`src/rtl/rfa_pkg.sv`:
```
package rfa_pkg;
  typedef enum logic [2:0] {
    ST_IDLE,
    ST_ACQ,
    ST_STORE,
    ST_COMMIT,
    ST_DROP
  } rfa_state_e;

  // eighths of the FIFO depth selected by each threshold code
  function automatic int thr_eighths(input int code);
    case (code)
      0: return 2;
      1: return 4;
      2: return 6;
      default: return 7;
    endcase
  endfunction
endpackage

```
`src/rtl/rfa_mc_policy.sv`:
```
module rfa_mc_policy #(
  parameter int MCQ_DEPTH = 16,
  localparam int LVW = $clog2(MCQ_DEPTH + 1)
) (
  input  logic           is_mc,
  input  logic           is_ipmc,
  input  logic           priv_en,
  input  logic [1:0]     thr_code,
  input  logic [LVW-1:0] level,
  output logic           admit
);
  logic [LVW-1:0] thr_tab [4];

  for (genvar g = 0; g < 4; g++) begin : g_thr
    assign thr_tab[g] = LVW'((MCQ_DEPTH * rfa_pkg::thr_eighths(g)) / 8);
  end

  logic full, over_thr;
  assign full     = (level >= LVW'(MCQ_DEPTH));
  assign over_thr = (level > thr_tab[thr_code]);

  always_comb begin
    if (!is_mc)                    admit = 1'b1;
    else if (full)                 admit = 1'b0;
    else if (priv_en && !is_ipmc)  admit = !over_thr;
    else                           admit = 1'b1;
  end
endmodule

```
`src/rtl/rfa_word_ctr.sv`:
```
module rfa_word_ctr #(
  parameter int MAX_WORDS = 16,
  parameter int NBW = 3,
  parameter int LW = 7,
  localparam int CW = $clog2(MAX_WORDS + 1),
  localparam int IW = $clog2(MAX_WORDS)
) (
  input  logic          clk,
  input  logic          rst_n,
  input  logic          clr,
  input  logic          adv,
  input  logic [NBW-1:0] nbytes,
  output logic [IW-1:0] widx,
  output logic          full,
  output logic          ovf,
  output logic [LW-1:0] len
);
  logic [CW-1:0] cnt;

  assign widx = cnt[IW-1:0];
  assign full = (cnt == CW'(MAX_WORDS));

  always_ff @(posedge clk) begin
    if (!rst_n) begin
      cnt <= '0;
      ovf <= 1'b0;
      len <= '0;
    end else if (clr) begin
      cnt <= '0;
      ovf <= 1'b0;
      len <= '0;
    end else if (adv) begin
      len <= len + LW'(nbytes);
      if (full) ovf <= 1'b1;
      else      cnt <= cnt + 1'b1;
    end
  end

  // the word slot counter never runs past the buffer size
  a_r6_cnt_bound: assert property (@(posedge clk) disable iff (!rst_n)
    cnt <= CW'(MAX_WORDS));
  // once overflowed, the frame stays overflowed until a new handle
  a_r6_ovf_sticky: assert property (@(posedge clk) disable iff (!rst_n)
    ovf && !clr |=> ovf);
endmodule

```
`src/rtl/rx_admit_ctrl.sv`:
```
module rx_admit_ctrl #(
  parameter int DATA_W    = 32,
  parameter int HANDLE_W  = 6,
  parameter int MAX_WORDS = 16,
  parameter int MCQ_DEPTH = 16,
  localparam int BPW = DATA_W / 8,
  localparam int NBW = $clog2(BPW + 1),
  localparam int IW  = $clog2(MAX_WORDS),
  localparam int AW  = HANDLE_W + IW,
  localparam int LW  = $clog2(MAX_WORDS * BPW + 1),
  localparam int LVW = $clog2(MCQ_DEPTH + 1)
) (
  input  logic                clk,
  input  logic                rst_n,
  input  logic                cfg_ipmc_priv,
  input  logic [1:0]          cfg_mc_thr,
  input  logic [LVW-1:0]      mcq_level,
  input  logic                in_valid,
  output logic                in_ready,
  input  logic [DATA_W-1:0]   in_data,
  input  logic [NBW-1:0]      in_nbytes,
  input  logic                in_sof,
  input  logic                in_eof,
  input  logic                in_bad,
  input  logic                in_mcast,
  input  logic                in_ipmc,
  input  logic                hp_valid,
  input  logic [HANDLE_W-1:0] hp_handle,
  output logic                hp_take,
  output logic                mem_we,
  output logic [AW-1:0]       mem_addr,
  output logic [DATA_W-1:0]   mem_wdata,
  output logic                rel_valid,
  output logic [HANDLE_W-1:0] rel_handle,
  output logic                desc_valid,
  input  logic                desc_ready,
  output logic [HANDLE_W-1:0] desc_handle,
  output logic [LW-1:0]       desc_len,
  output logic                desc_mcast
);
  import rfa_pkg::*;

  rfa_state_e st, nxt;
  logic [HANDLE_W-1:0] handle_q;
  logic mc_q, admit, full, ovf, abandon;
  logic [IW-1:0] widx;
  logic [LW-1:0] len;

  rfa_mc_policy #(.MCQ_DEPTH(MCQ_DEPTH)) u_policy (
    .is_mc(in_mcast), .is_ipmc(in_ipmc), .priv_en(cfg_ipmc_priv),
    .thr_code(cfg_mc_thr), .level(mcq_level), .admit(admit)
  );

  rfa_word_ctr #(.MAX_WORDS(MAX_WORDS), .NBW(NBW), .LW(LW)) u_ctr (
    .clk(clk), .rst_n(rst_n), .clr(hp_take),
    .adv(st == ST_STORE && in_valid), .nbytes(in_nbytes),
    .widx(widx), .full(full), .ovf(ovf), .len(len)
  );

  assign abandon = in_bad || ovf || full;

  always_comb begin
    nxt        = st;
    in_ready   = 1'b0;
    hp_take    = 1'b0;
    mem_we     = 1'b0;
    rel_valid  = 1'b0;
    desc_valid = 1'b0;
    case (st)
      ST_IDLE: if (in_valid) begin
        if (in_sof) nxt = admit ? ST_ACQ : ST_DROP;
        else        in_ready = 1'b1;
      end
      ST_ACQ: begin
        hp_take = hp_valid;
        nxt     = hp_valid ? ST_STORE : ST_DROP;
      end
      ST_STORE: begin
        in_ready = 1'b1;
        if (in_valid) begin
          mem_we = !full;
          if (in_eof) begin
            rel_valid = abandon;
            nxt       = abandon ? ST_IDLE : ST_COMMIT;
          end
        end
      end
      ST_COMMIT: begin
        desc_valid = 1'b1;
        if (desc_ready) nxt = ST_IDLE;
      end
      ST_DROP: begin
        in_ready = 1'b1;
        if (in_valid && in_eof) nxt = ST_IDLE;
      end
      default: nxt = ST_IDLE;
    endcase
  end

  always_ff @(posedge clk) begin
    if (!rst_n) begin
      st       <= ST_IDLE;
      handle_q <= '0;
      mc_q     <= 1'b0;
    end else begin
      st <= nxt;
      if (hp_take) handle_q <= hp_handle;
      if (st == ST_IDLE && in_valid && in_sof) mc_q <= in_mcast;
    end
  end

  assign mem_addr    = {handle_q, widx};
  assign mem_wdata   = in_data;
  assign rel_handle  = handle_q;
  assign desc_handle = handle_q;
  assign desc_len    = len;
  assign desc_mcast  = mc_q;

  // ownership tracker used only by the checks below
  logic own_q;
  always_ff @(posedge clk) begin
    if (!rst_n)                                 own_q <= 1'b0;
    else if (hp_take)                           own_q <= 1'b1;
    else if (rel_valid || (desc_valid && desc_ready)) own_q <= 1'b0;
  end

  // a handle is taken only when one is offered
  a_r2_take_offered: assert property (@(posedge clk) disable iff (!rst_n)
    hp_take |-> hp_valid);
  // no memory write without a held handle
  a_r2_write_owned: assert property (@(posedge clk) disable iff (!rst_n)
    mem_we |-> own_q);
  // descriptor held steady under back-pressure
  a_r4_desc_hold: assert property (@(posedge clk) disable iff (!rst_n)
    desc_valid && !desc_ready |=> desc_valid && $stable(desc_handle)
      && $stable(desc_len) && $stable(desc_mcast));
  // input stalls while a descriptor waits
  a_r4_stall: assert property (@(posedge clk) disable iff (!rst_n)
    desc_valid |-> !in_ready);
  // a released frame never produces a descriptor
  a_r5_rel_no_desc: assert property (@(posedge clk) disable iff (!rst_n)
    rel_valid |=> !desc_valid);
endmodule

```
`config.mk`:
```
export PLATFORM = sky130hd
export DESIGN_NAME = rx_admit_ctrl
export DESIGN_NICKNAME = d
export VERILOG_FILES = /design/src/rtl/rfa_pkg.sv /design/src/rtl/rfa_mc_policy.sv /design/src/rtl/rfa_word_ctr.sv /design/src/rtl/rx_admit_ctrl.sv
export SDC_FILE = /design/constraint.sdc
export NUM_CORES = 1
export LEC_CHECK = 0
export CAP_MARGIN = 20
export CORE_MARGIN = 3
export CORE_UTILIZATION = 30
export DETAILED_ROUTE_END_ITERATION = 6
export GPL_TIMING_DRIVEN = 0
export HOLD_SLACK_MARGIN = 0.15
export PLACE_DENSITY = 0.72
export REMOVE_ABC_BUFFERS = 1
export SYNTH_ARGS = -nofsm -noshare
export SYNTH_HDL_FRONTEND = slang
export SYNTH_SLANG_ARGS = --single-unit
```
`constraint.sdc`:
```
create_clock -name clk -period 2.9 [get_ports clk]
set_clock_uncertainty 0.2 [all_clocks]
set_input_delay 0.435 -clock clk [delete_from_list [all_inputs] [get_ports clk]]
set_output_delay 0.435 -clock clk [all_outputs]
set_load 0.005 [all_outputs]
```
==> impl_metrics.json <==
{
  "dp_hpwl_mm": 3.74,
  "grt_usage_pct": 14.8,
  "synthXorXnorAreaFrac_pct": 3.12,
  "dp_slack_ps": -6.41,
  "worstSetupPathType": "in -> out",
  "wirelength_mm": 4.64,
  "vias_per_cell": 4.64,
  "clk_pin_slew_ps": 90,
  "postLayoutSetupSlackWorst_ps": 180,
  "antenna_found_initial": 0,
  "critPathMaxStageDelay_ps": 540,
  "synthMuxAreaShare_pct": 5.94,
  "synthAdderAreaFrac_pct": 7.13,
  "n_antenna_cell": 0,
  "area_growth_pct": 22.7,
  "rows": 26,
  "clockBufferDepth": 2,
  "grt_overflow_total": 0,
  "rsz0062_at_grt": "false",
  "final_nets": 280,
  "ctsHtreeMaxLevel": 1,
  "die_area_um2": 6550,
  "stdcell_area_um2": 2070,
  "synth_compound_area_share_pct": 10.9,
  "synth_cell_type_count": 41,
  "hold_viol_final": 0,
  "crit_slowest_cell": "clkdlybuf4s50_1",
  "route.detailed.drc": 0,
  "drtIter0Drc": 68,
  "cts_tree": "built",
  "vdd_drop_max_mv": 0.146,
  "fp.dieW_um": 80.9,
  "io_buffers": 61,
  "yosysWarnings": 0,
  "grt_start_max_net_pins": 17,
  "wire_per_inst_um": 16.5,
  "cts_sinks": 23,
  "cts_hold_buf": 0,
  "fmax_ghz": 0.368,
  "grt_pass1_wl_mm": 7.27,
  "placedInstanceArea_um2": 1990,
  "synth_top_family_by_area": "buffers and inverters",
  "coreArea_um2": 5270,
  "cp.required_ps": 2270,
  "seq_area_frac_synth_pct": 27.3,
  "hp-class": "reg -> reg",
  "status": "completed",
  "wl_met1_mm": 1.99,
  "drtPass1Iterations": 4,
  "clock_latency_ps": 260,
  "start_util_pct": 32.0,
  "finalCritPeriodShare_pct": 93.8,
  "dpl.cell_count": 275,
  "finalSetupViolations": 0,
  "vias": 1304,
  "drtAntennaViolNets": 0,
  "slew_viol_final": 0,
  "path_delay_family": "buffers and inverters",
  "async_flop_share_pct": 0,
  "worstPathArrival_ps": 2090,
  "synth-seq-cells": 23,
  "wl_met2_mm": 1.82,
  "finalCriticalPeriod_ps": 2720,
  "maxCapViolations": 0,
  "cpMostUsedCell": "clkdlybuf4s50_1",
  "wl_met3_um": 814,
  "highest_layer": "met4",
  "grt_pass1_vias": 1337,
  "dieHeight_um": 80.9,
  "numCtsBuffers": 3,
  "path_cells": "clkdlybuf4s50_1 > and4bb_4 > nand2_1 > a21oi_1 > clkdlybuf4s50_1",
  "path_buf_inv": 2,
  "power_density_nw_per_um2": 311,
  "worstSetupStartpointType": "input port",
  "synth_enable_flop_cells": 0,
  "fin_cells": 281,
  "synthesis.area_um2": 1680,
  "total_leakage_power_uw": 0.000751,
  "relSlewSlack_pct": 71.6,
  "synthSimpleGateAreaFrac_pct": 19.5,
  "cts_root_buffer": "clkbuf_8",
  "synthCells": 197,
  "max_slew.worst_pin.slew_ps": 425,
  "gp_congestion": 0.885,
  "avgSynthCellArea_um2": 8.55,
  "pin_count": 126,
  "worstPathMaxFanout": 12,
  "critPathCaptureType": "output port",
  "synthFlopType": "dfxtp_1",
  "drive_gt1_share_pct": 7.58
}
## repair_timing
item                       in CTS  in global routing
hold endpoints to repair        0                  0
buffers inserted                0                  2
pin swaps                       0                  1
cloned                          0                  0
setup endpoints to repair       1                  3
resized for setup               1                  2
## placed cells by master (no fill, tap or decap), types with 2 or more instances in the layout
cell / instances
o21ai_0: 6
inv_1: 9
nand3_1: 3
nand2_1: 10
buf_4: 3
a21oi_1: 8
a211oi_1: 2
nand4bb_1: 2
nor2_1: 19
clkbuf_8: 3
xnor2_1: 2
a32oi_1: 2
ha_1: 8
a2111oi_0: 2
nand4_1: 2
clkdlybuf4s50_1: 61
mux2i_1: 10
or3_1: 4
nor2b_1: 6
dfxtp_1: 22
nand2b_1: 2
xor2_1: 4
## power by group
group | total [uW] | switching (uW) | internal, uW
logic | 112 | 40.7 | 71.8
clock network | 202 | 106 | 95.9
registers | 329 | 8.85 | 321
## routing by layer
metal / GRT usage [%] / up-vias
met5: 4.17 / -
met4: 1.52 / 0
met3: 13.1 / 2
met2: 18.3 / 75
met1: 19.0 / 583
li1: - / 644
## Yosys cell counts (3+ instances only)
cell type / count / area share, %
a21oi_1: 8 / 2.4
buf_4: 51 / 23
dfxtp_1: 23 / 27
ha_1: 8 / 5.9
inv_1: 9 / 2.0
mux2i_1: 10 / 5.9
nand2_1: 10 / 2.2
nand3_1: 3 / 0.89
nor2_1: 19 / 4.2
nor2b_1: 6 / 2.2
o21ai_0: 6 / 1.8
or3_1: 4 / 1.5
xor2_1: 4 / 2.1
## kinds of logic (layout without fill, tap and decap cells)
kind of cell,Yosys count,count (layout)
AO/OA/AOI/OAI,27,27
XOR/XNOR,6,6
adder cells (fa/ha/maj),9,9
buffers and inverters,63,77
flip-flops,23,23
multiplexers,10,10
AND/OR/NAND/NOR,59,59
## through the flow
stage               utilization, %  TNS (ps)  hold WS [ps]  total power, uW
floorplan                        -         0           274              380
global placement              37.5    -11270           276              446
detailed placement            37.8     -6.41           285              448
CTS                           38.8         0           298              653
global route                  39.2         0           349              680
finish                        39.2         0           298              644
## worst register-to-register path, delay by kind of cell, from the launching register on
kind	cells	cell delay, ps
adders and majority gates	2	580
AOI/OAI and AO/OA	2	240
DFF	1	360
buffers and inverters	1	60
and+or+nand+nor	2	510
## state kept, by name, summed over array words and instances (netlist names)
| register | cells |
|---|---|
| u_ctr.ovf | 1 |
| u_ctr.cnt | 5 |
| desc_handle | 6 |
| st | 3 |
| desc_mcast | 1 |
| u_ctr.len | 7 |
## path summary, 6_finish.rpt
path	start	endpoint	slack, ps	cells after the start
worst max-delay path	in_valid	rel_valid	180	5
worst min-delay path	u_ctr.len[6]	u_ctr.len[6]	300	2
worst max register to register	u_ctr.len[0]	u_ctr.len[6]	900	7
worst min register to register	u_ctr.len[6]	u_ctr.len[6]	300	2
## area by class of cell
cell class,instances,area (um^2)
Multi-Input combinational cell,111,805
Clock buffer,3,41.3
Fill cell,566,3200
Inverter,9,33.8
Clock inverter,1,5.00
Sequential cell,23,462
Tap cell,70,87.6
Timing Repair Buffer,64,633
No activity file was read; power rests on OpenSTA's default activity.
